==> src/rtl/spi_regport.sv <==
module spi_regport #(
  parameter int NREG = 16,
  parameter logic [6:0] DEV_ID = 7'b1001111
) (
  input  logic clk,
  input  logic rst_n,
  input  logic cs_n,
  input  logic sck,
  input  logic si,
  output logic so,
  output logic so_en
);
  localparam int IW = (NREG > 1) ? $clog2(NREG) : 1;
  localparam logic [2:0] PH_ID = 3'd0, PH_PTR = 3'd1, PH_WR = 3'd2,
                         PH_RD = 3'd3, PH_IGN = 3'd4;

  logic [2:0] cs_q, sck_q;
  logic [1:0] si_q;
  logic       sel;
  logic [2:0] phase, cnt;
  logic [7:0] sh, ptr;
  logic [7:0] regs [NREG];

  wire rise   = sck_q[1] & ~sck_q[2];
  wire fall   = ~sck_q[1] & sck_q[2];
  wire active = sel & ~cs_q[1];
  wire [7:0] sh_nx = {sh[6:0], si_q[1]};
  wire in_rng = {1'b0, ptr} < 9'(NREG);
  wire [7:0] rd_byte = in_rng ? regs[ptr[IW-1:0]] : 8'h00;

  always_ff @(posedge clk or negedge rst_n) begin
    if (!rst_n) begin
      cs_q  <= '0;
      sck_q <= '0;
      si_q  <= '0;
      sel   <= 1'b0;
      phase <= PH_ID;
      cnt   <= '0;
      sh    <= '0;
      ptr   <= '0;
      so    <= 1'b0;
      so_en <= 1'b0;
      for (int i = 0; i < NREG; i++) regs[i] <= '0;
    end else begin
      cs_q  <= {cs_q[1:0], cs_n};
      sck_q <= {sck_q[1:0], sck};
      si_q  <= {si_q[0], si};
      if (cs_q[2] & ~cs_q[1]) sel <= 1'b1;
      if (!active) begin
        phase <= PH_ID;
        cnt   <= '0;
        so_en <= 1'b0;
      end else begin
        if (rise) begin
          sh  <= sh_nx;
          cnt <= cnt + 3'd1;
          if (cnt == 3'd7) begin
            case (phase)
              PH_ID:  phase <= (sh_nx[7:1] != DEV_ID) ? PH_IGN :
                               (sh_nx[0] ? PH_RD : PH_PTR);
              PH_PTR: begin ptr <= sh_nx; phase <= PH_WR; end
              PH_WR:  begin
                if (in_rng) regs[ptr[IW-1:0]] <= sh_nx;
                ptr <= ptr + 8'd1;
              end
              PH_RD:  ptr <= ptr + 8'd1;
              default: ;
            endcase
          end
        end
        if (fall && phase == PH_RD) begin
          so_en <= 1'b1;
          so    <= rd_byte[~cnt];
        end
      end
    end
  end
endmodule


==> config.mk <==
export PLATFORM = sky130hd
export DESIGN_NAME = spi_regport
export DESIGN_NICKNAME = d
export VERILOG_FILES = /design/src/rtl/spi_regport.sv
export SDC_FILE = /design/constraint.sdc
export NUM_CORES = 1
export LEC_CHECK = 0
export BUFFER_PORTS_ARGS = -buffer_cell sky130_fd_sc_hd__clkbuf_2
export CORE_MARGIN = 2
export CORE_UTILIZATION = 50
export CTS_CLUSTER_SIZE = 30
export DETAILED_ROUTE_END_ITERATION = 8
export GPL_TIMING_DRIVEN = 0
export PLACE_DENSITY_LB_ADDON = 0.25
export SLEW_MARGIN = 20
export SYNTH_ARGS = -nofsm -noshare
export SYNTH_HDL_FRONTEND = slang
export SYNTH_SLANG_ARGS = --single-unit
==> constraint.sdc <==
create_clock -name clk -period 2.5 [get_ports clk]
set_input_delay 0.25 -clock clk [delete_from_list [all_inputs] [get_ports clk]]
set_output_delay 0.25 -clock clk [all_outputs]
set_load 0.1 [all_outputs]
# Word level (Yosys, flattened, before mapping)

Cells that the tools add are included.
W data, S select, Z words.

Memories kept: 0
Output and inout bits: 2
Latch bits: 0
Memory bits (writable): 0
Flip-flop bits (word level): 160
Bits in read-only memories: 0

Mux-type cells: 20
$mul: 0
Reduce and logical (&&, ||, !) cells: 10
$add $sub $neg: 2
$lt $le $gt $ge: 4
Equal/unequal tests: 9
Bitwise logic cells: 9
Divide/modulo/power cells: 0
Shifts and indexed selects: 0

Operators by type and width:

| kind                  | number |
|---|---|
| $bwmux W128           | 1 |
| $bmux W8 S4           | 1 |
| $demux W8 S4          | 1 |
| $mux W8               | 4 |
| $mux W3               | 6 |
| $pmux W8 S2           | 1 |
| $add A8 B1 Y8 const B | 1 |
| $lt A8 B5 Y1 const B  | 1 |
| $ne A7 B7 Y1 const B  | 1 |
| $eq A3 B2 Y1 const B  | 2 |
| $pmux W3 S2           | 1 |
| $ge A5 B5 Y1 const B  | 1 |
| $lt A5 B1 Y1 const B  | 1 |
| $not A4 Y5            | 1 |
| $reduce_and A5 Y1     | 1 |
| $and A1 B1 Y1         | 4 |
| $lt A3 B4 Y1 const B  | 1 |
| $ne A2 B1 Y1 const B  | 2 |
| $reduce_and A2 Y1     | 2 |
| $reduce_and A4 Y1     | 1 |
| $add A3 B1 Y3 const B | 1 |
| $bmux W1 S3           | 1 |
| $eq A3 B1 Y1 const B  | 1 |
| $eq A3 B3 Y1 const B  | 1 |
| 11 further kinds      | 16 |

# Depth between registers and ports, before layout

Word-level depth: 7
Gate-level depth with buffers: 10
Depth with buffers taken out: 7

# Least setup slack after synthesis

Ideal clock, no wire load.

Path kind: register to register
Start point: reg ptr[0]
End point: reg regs[94] in the netlist's numbering
Data required time: 2.375 ns
Stages on the path, launching flop included: 11
Library setup time: 0.125 ns
Buffers on the path: 5
Period minus slack after synthesis: 2.238 ns
Arrival time: 2.113 ns
Slack: 0.262 ns
Cells stage by stage: dfrtp_1 > buf_4 > buf_8 > buf_4 > buf_2 > inv_1 > ha_1 > and2_1 > buf_4 > nand2_4 > mux2_4

Longest elaborated chain between the ends: 6
Elaborated cells on any way between the ends: 9
Those cells by class: order compare (3); mux (3); bitwise (1); reduce/logical (2)

RTL lines:

| element                                                            | line | RTL |
|---|---|---|
| start: declaration                                                 | 21   | `logic [7:0] sh, ptr;` |
| start signal: assignment                                           | 64   | `ptr <= ptr + 8'd1;` |
| start signal: assignment                                           | 66   | `PH_RD: ptr <= ptr + 8'd1;` |
| $not A4 Y5 (implied by the code)                                   | 63   | `if (in_rng) regs[ptr[IW-1:0]] <= sh_nx;` |
| $ge A5 B5 Y1 (implied by the code) or $lt A5 B1 Y1 (tied branches) | 63   |  |
| $logic_and A1 B1 Y1 (implied by the code)                          | 63   |  |
| $mux W8 (implied by the code)                                      | 63   |  |
| $demux W8 S4                                                       | 63   |  |
| $bwmux W128                                                        | 63   |  |
| end signal: indexed assignment                                     | 63   |  |
| end: declaration                                                   | 22   | `logic [7:0] regs [NREG];` |

Parallel ways exist; a longest one is shown, timed or not.
A chain may end at the register's enable or synchronous reset.

# Worst setup path after layout

Start point: reg ptr[1]
End point: reg so

Longest elaborated chain between the ends: 7
Elaborated cells on any way between the ends: 8
Those cells by class: order compare (1); mux (6); bitwise (1)

RTL lines:

| element                                     | line | RTL |
|---|---|---|
| $not A4 Y5 (implied by the code)            | 29   | `wire [7:0] rd_byte = in_rng ? regs[ptr[IW-1:0]] : 8'h00;` |
| $bmux W8 S4                                 | 29   |  |
| $mux W8 (implied by the code) (2 in series) | 29   |  |
| $mux W8 *                                   | 29   |  |
| $bmux W1 S3 *                               | 73   | `so <= rd_byte[~cnt];` |
| $mux W1 (implied by the code) *             | 73   |  |
| end signal: assignment                      | 73   |  |
| end: declaration                            | 10   | `output logic so,` |

Mark *: on every way between the ends. The rest lies on a longest branch, timed or not. The select of a mux whose other input is x is not followed.

==> run_results.csv <==
group,metric,value,unit
run_status,outcome,"finished, final reports clean",
floorplan,die_area,16200,µm²
clocking,cts_tree,"done",
floorplan,die_y,127,µm
floorplan,rows,45,
power,power_density,680,nW/µm²
detailed_routing,drc,0,
synthesis,synth_top_area_share,52.6,%
setup_path,critical-path-top-delay-family,"buffers and inverters",
layout,layout_common_cells,"dfrtp_1, mux2_1, mux2_2",
floorplan,io_pins,7,
synthesis,synth_largest_area_cell,"dfrtp_1",
timing,rsz0062_at_grt,"true",
clocking,cts_inserted_buffers,17,
timing,period_share,96.9,%
clocking,clk_pin_slew,0.06,ns
synthesis,yosys_warnings,0,
timing,worstMarginPinSlew,0.876,ns
detailed_routing,drtAntennaViolNets,0,
worst_hold_path,hold_depth,0,
job,maxCapViolCount,0,
worst_hold_path,hold_path_class,"reg -> reg",
layout,seq_area,4000,µm²
synthesis,async_flop_share,100,%
global_routing,grt_pass1_wl,29.6,mm
global_routing,overflow,0,
floorplan,start_util,50.7,%
setup_path,start_kind,"register",
power,power_frac_seq,45.5,%
detailed_routing,via_per_inst,6.14,
global_routing,grt_usage,25.1,%
placement,place_congestion,0.945,
synthesis,syn_avg_cell_area,13.9,µm²
synthesis,syn-cell-area,7620,µm²
setup_path,slowest_delay,0.43,ns
timing,maxSlewHeadroom,41.4,%
placement,pre_cts_ws,-0.265,ns
detailed_routing,wl,18.8,mm
synthesis,synth.net_count,559,
synthesis,ys_types,54,
synthesis,synth-seq-cells,160,
power,switching_power,1.59,mW
global_routing,grt_max_degree,86,
timing,fin_skew,0.0103,ns
setup_path,crit_arrival,2.72,ns
clocking,cts.path.max_buffers,2,
synthesis,synth_edf_count,0,
setup_path,critPathKind,"reg -> reg",
setup_path,path_buf_inv,2,
placement,numPortBuffers,6,
global_routing,grt_pass1_vias,4921,
clocking,clockRootBuffer,"clkbuf_16",
timing,finalSetupViolCount,0,
layout,nFillCells,1209,
synthesis,synthCells,548,
layout,layout_commonest_cell,"dfrtp_1",
detailed_routing,drtIter0Drc,478,
layout,layout.nets,594,
clocking,cts.sinks,160,
timing,timing.final.ws_setup,0.0782,ns
layout,multi_input_area,3420,µm²
power,pwr-share-comb,10.1,%
setup_path,crit_top_cell,"buf_2",
power,ir_worst_vdd,525,µV
setup_path,crit_fanout,10,
detailed_routing,dr.pass1.iters,5,
setup_path,end_kind,"register",
power,power.share.clock,44.5,%
timing,timing.final.crit_period,2.42,ns
timing,hold_viol_final,0,
floorplan,design.core.area,15000,µm²
layout,diodes,0,
layout,drive_gt1_share,27.4,%
placement,place_inst,743,
power,p_sw_share,27.0,%
global_routing,grt_antenna_before_repair,0,
layout,final_cells,783,
setup_path,slowest_stage,"dfrtp_1",
timing,fmax,413,MHz
synthesis,yosysSeqAreaShare,52.6,%
power,leakage,4.21,nW
floorplan,die_w,127,µm
setup_path,crit_chain,"buf_2 > buf_2 > mux4_2 > a211oi_1 > nand2_1 > nand4_1 > a32oi_1",
setup_path,crit_cells,7,
synthesis,ys.flop_type,"dfrtp_1",
placement,hpwl,12.6,mm
setup_path,critPathRequiredTime,2.80,ns
clocking,insertion_delay,0.45,ns
clocking,ctsHtreeMaxLevel,4,
synthesis,synth.area.top_cells,"dfrtp_1, mux2_1, mux4_2",
layout,area_delta_synth_final,13.4,%
detailed_routing,wire_per_inst,24.0,µm
setup_path,rr_worst_depth,7,
power,internal_power,4.28,mW
timing,maxSlewViolCount,0,
detailed_routing,vias,4804,
[routing by layer]
layer | vias up | wire (µm) | track usage (%)
met5 | - | 0 | 0
met4 | 0 | 405 | 8.92
met3 | 37 | 1040 | 6.83
met2 | 163 | 9350 | 40.5
met1 | 2532 | 8010 | 33.0
li1 | 2072 | - | -
[per-stage QoR]
step | power, mW | hold WS (ns) | area, µm² | TNS (ns) | utilization (%)
final | 5.87 | 0.349 | 8640 | 0 | 57.4
after floorplan | 3.00 | -0.0456 | 7620 | 0 | -
after global placement | 3.28 | 0.335 | 7880 | -251.28 | 52.4
after global routing | 6.08 | 0.366 | 8640 | -0.0305 | 57.4
after CTS | 5.90 | 0.352 | 8560 | 0 | 56.9
after detailed placement | 3.29 | 0.313 | 7920 | -18.51 | 52.7
[cell type report]
cell class	count	area share [%]
clock inverter	13	1.78
clock buffer	18	5.09
tap	188	2.72
inverter	5	0.217
buffer	40	2.51
sequential	160	46.4
multi-input combinational	342	39.6
timing repair buffer	17	1.75
[path summary, 6_finish.rpt]
kind | from | endpoint | slack, ns
max reg2reg | ptr[1]$_DFFE_PN0P_ | so$_DFFE_PN0P_ | 0.08
min in group asynchronous | rst_n | regs[119]$_DFFE_PN0P_ | 0.38
min | si_q[0]$_DFF_PN0_ | si_q[1]$_DFF_PN0_ | 0.35
max in group asynchronous | rst_n | regs[26]$_DFFE_PN0P_ | 1.31
min reg2reg | si_q[0]$_DFF_PN0_ | si_q[1]$_DFF_PN0_ | 0.35
max | ptr[1]$_DFFE_PN0P_ | so$_DFFE_PN0P_ | 0.08
[worst register-to-register path, stage by stage (launching register included)]
cell      delay, ns
dfrtp_1        0.43
buf_2          0.38
buf_2          0.39
mux4_2         0.37
a211oi_1       0.37
nand2_1        0.09
nand4_1        0.13
a32oi_1        0.12
[cell usage after synthesis, types with 2 or more instances]
cell	instances
nand2_4	12
nand3_1	6
buf_4	6
mux2_4	16
inv_1	3
nand2_1	21
and2_1	4
nand3b_1	2
a21oi_1	14
and3_1	3
mux2_2	39
mux4_2	22
mux2_1	82
buf_2	7
a22oi_1	3
o32ai_1	2
nand2b_1	5
nand4_1	6
clkbuf_1	23
inv_2	2
mux2i_1	28
nor2b_1	6
o21ai_0	9
a31oi_1	4
nor2_2	3
a32oi_1	2
o22ai_1	6
buf_1	3
dfrtp_1	160
nor3_1	3
nor2_1	17
ha_1	6
or4_1	2
[power by group through the flow]
stage,Combinational [mW],Clock (mW),Sequential [mW]
after global placement,0.566,0,2.72
after global routing,0.640,2.77,2.67
final,0.591,2.61,2.67
after detailed placement,0.579,0,2.72
after CTS,0.590,2.64,2.67
after floorplan,0.286,0,2.71
[state kept, by name, indices dropped and copies added, names as in the netlist]
register and cells:
ptr 8, cs_q 3, so_en 1, sck_q 3
cnt 3, sh 7, regs 128, sel 1
phase 3, si_q 2, so 1
[what timing repair did]
| action | 4_1_cts | 5_1_grt |
|---|---|---|
| hold buffers | 4 | 0 |
| resized for setup | 4 | 12 |
| gates cloned | 0 | 0 |
| setup endpoints to repair | 97 | 57 |
| hold endpoints to repair | 78 | 0 |
| buffers inserted | 0 | 6 |
| pin swaps | 0 | 2 |
[cells by family after synthesis]
logic type	synth area share [%]
buffers and inverters	2.92
flip-flops	52.6
multiplexers	31.2
AND/OR/NAND/NOR	8.10
AO/OA/AOI/OAI	4.09
adder cells (fa/ha/maj)	0.986
XOR/XNOR	0.115
(Power assumes the default switching activity.)
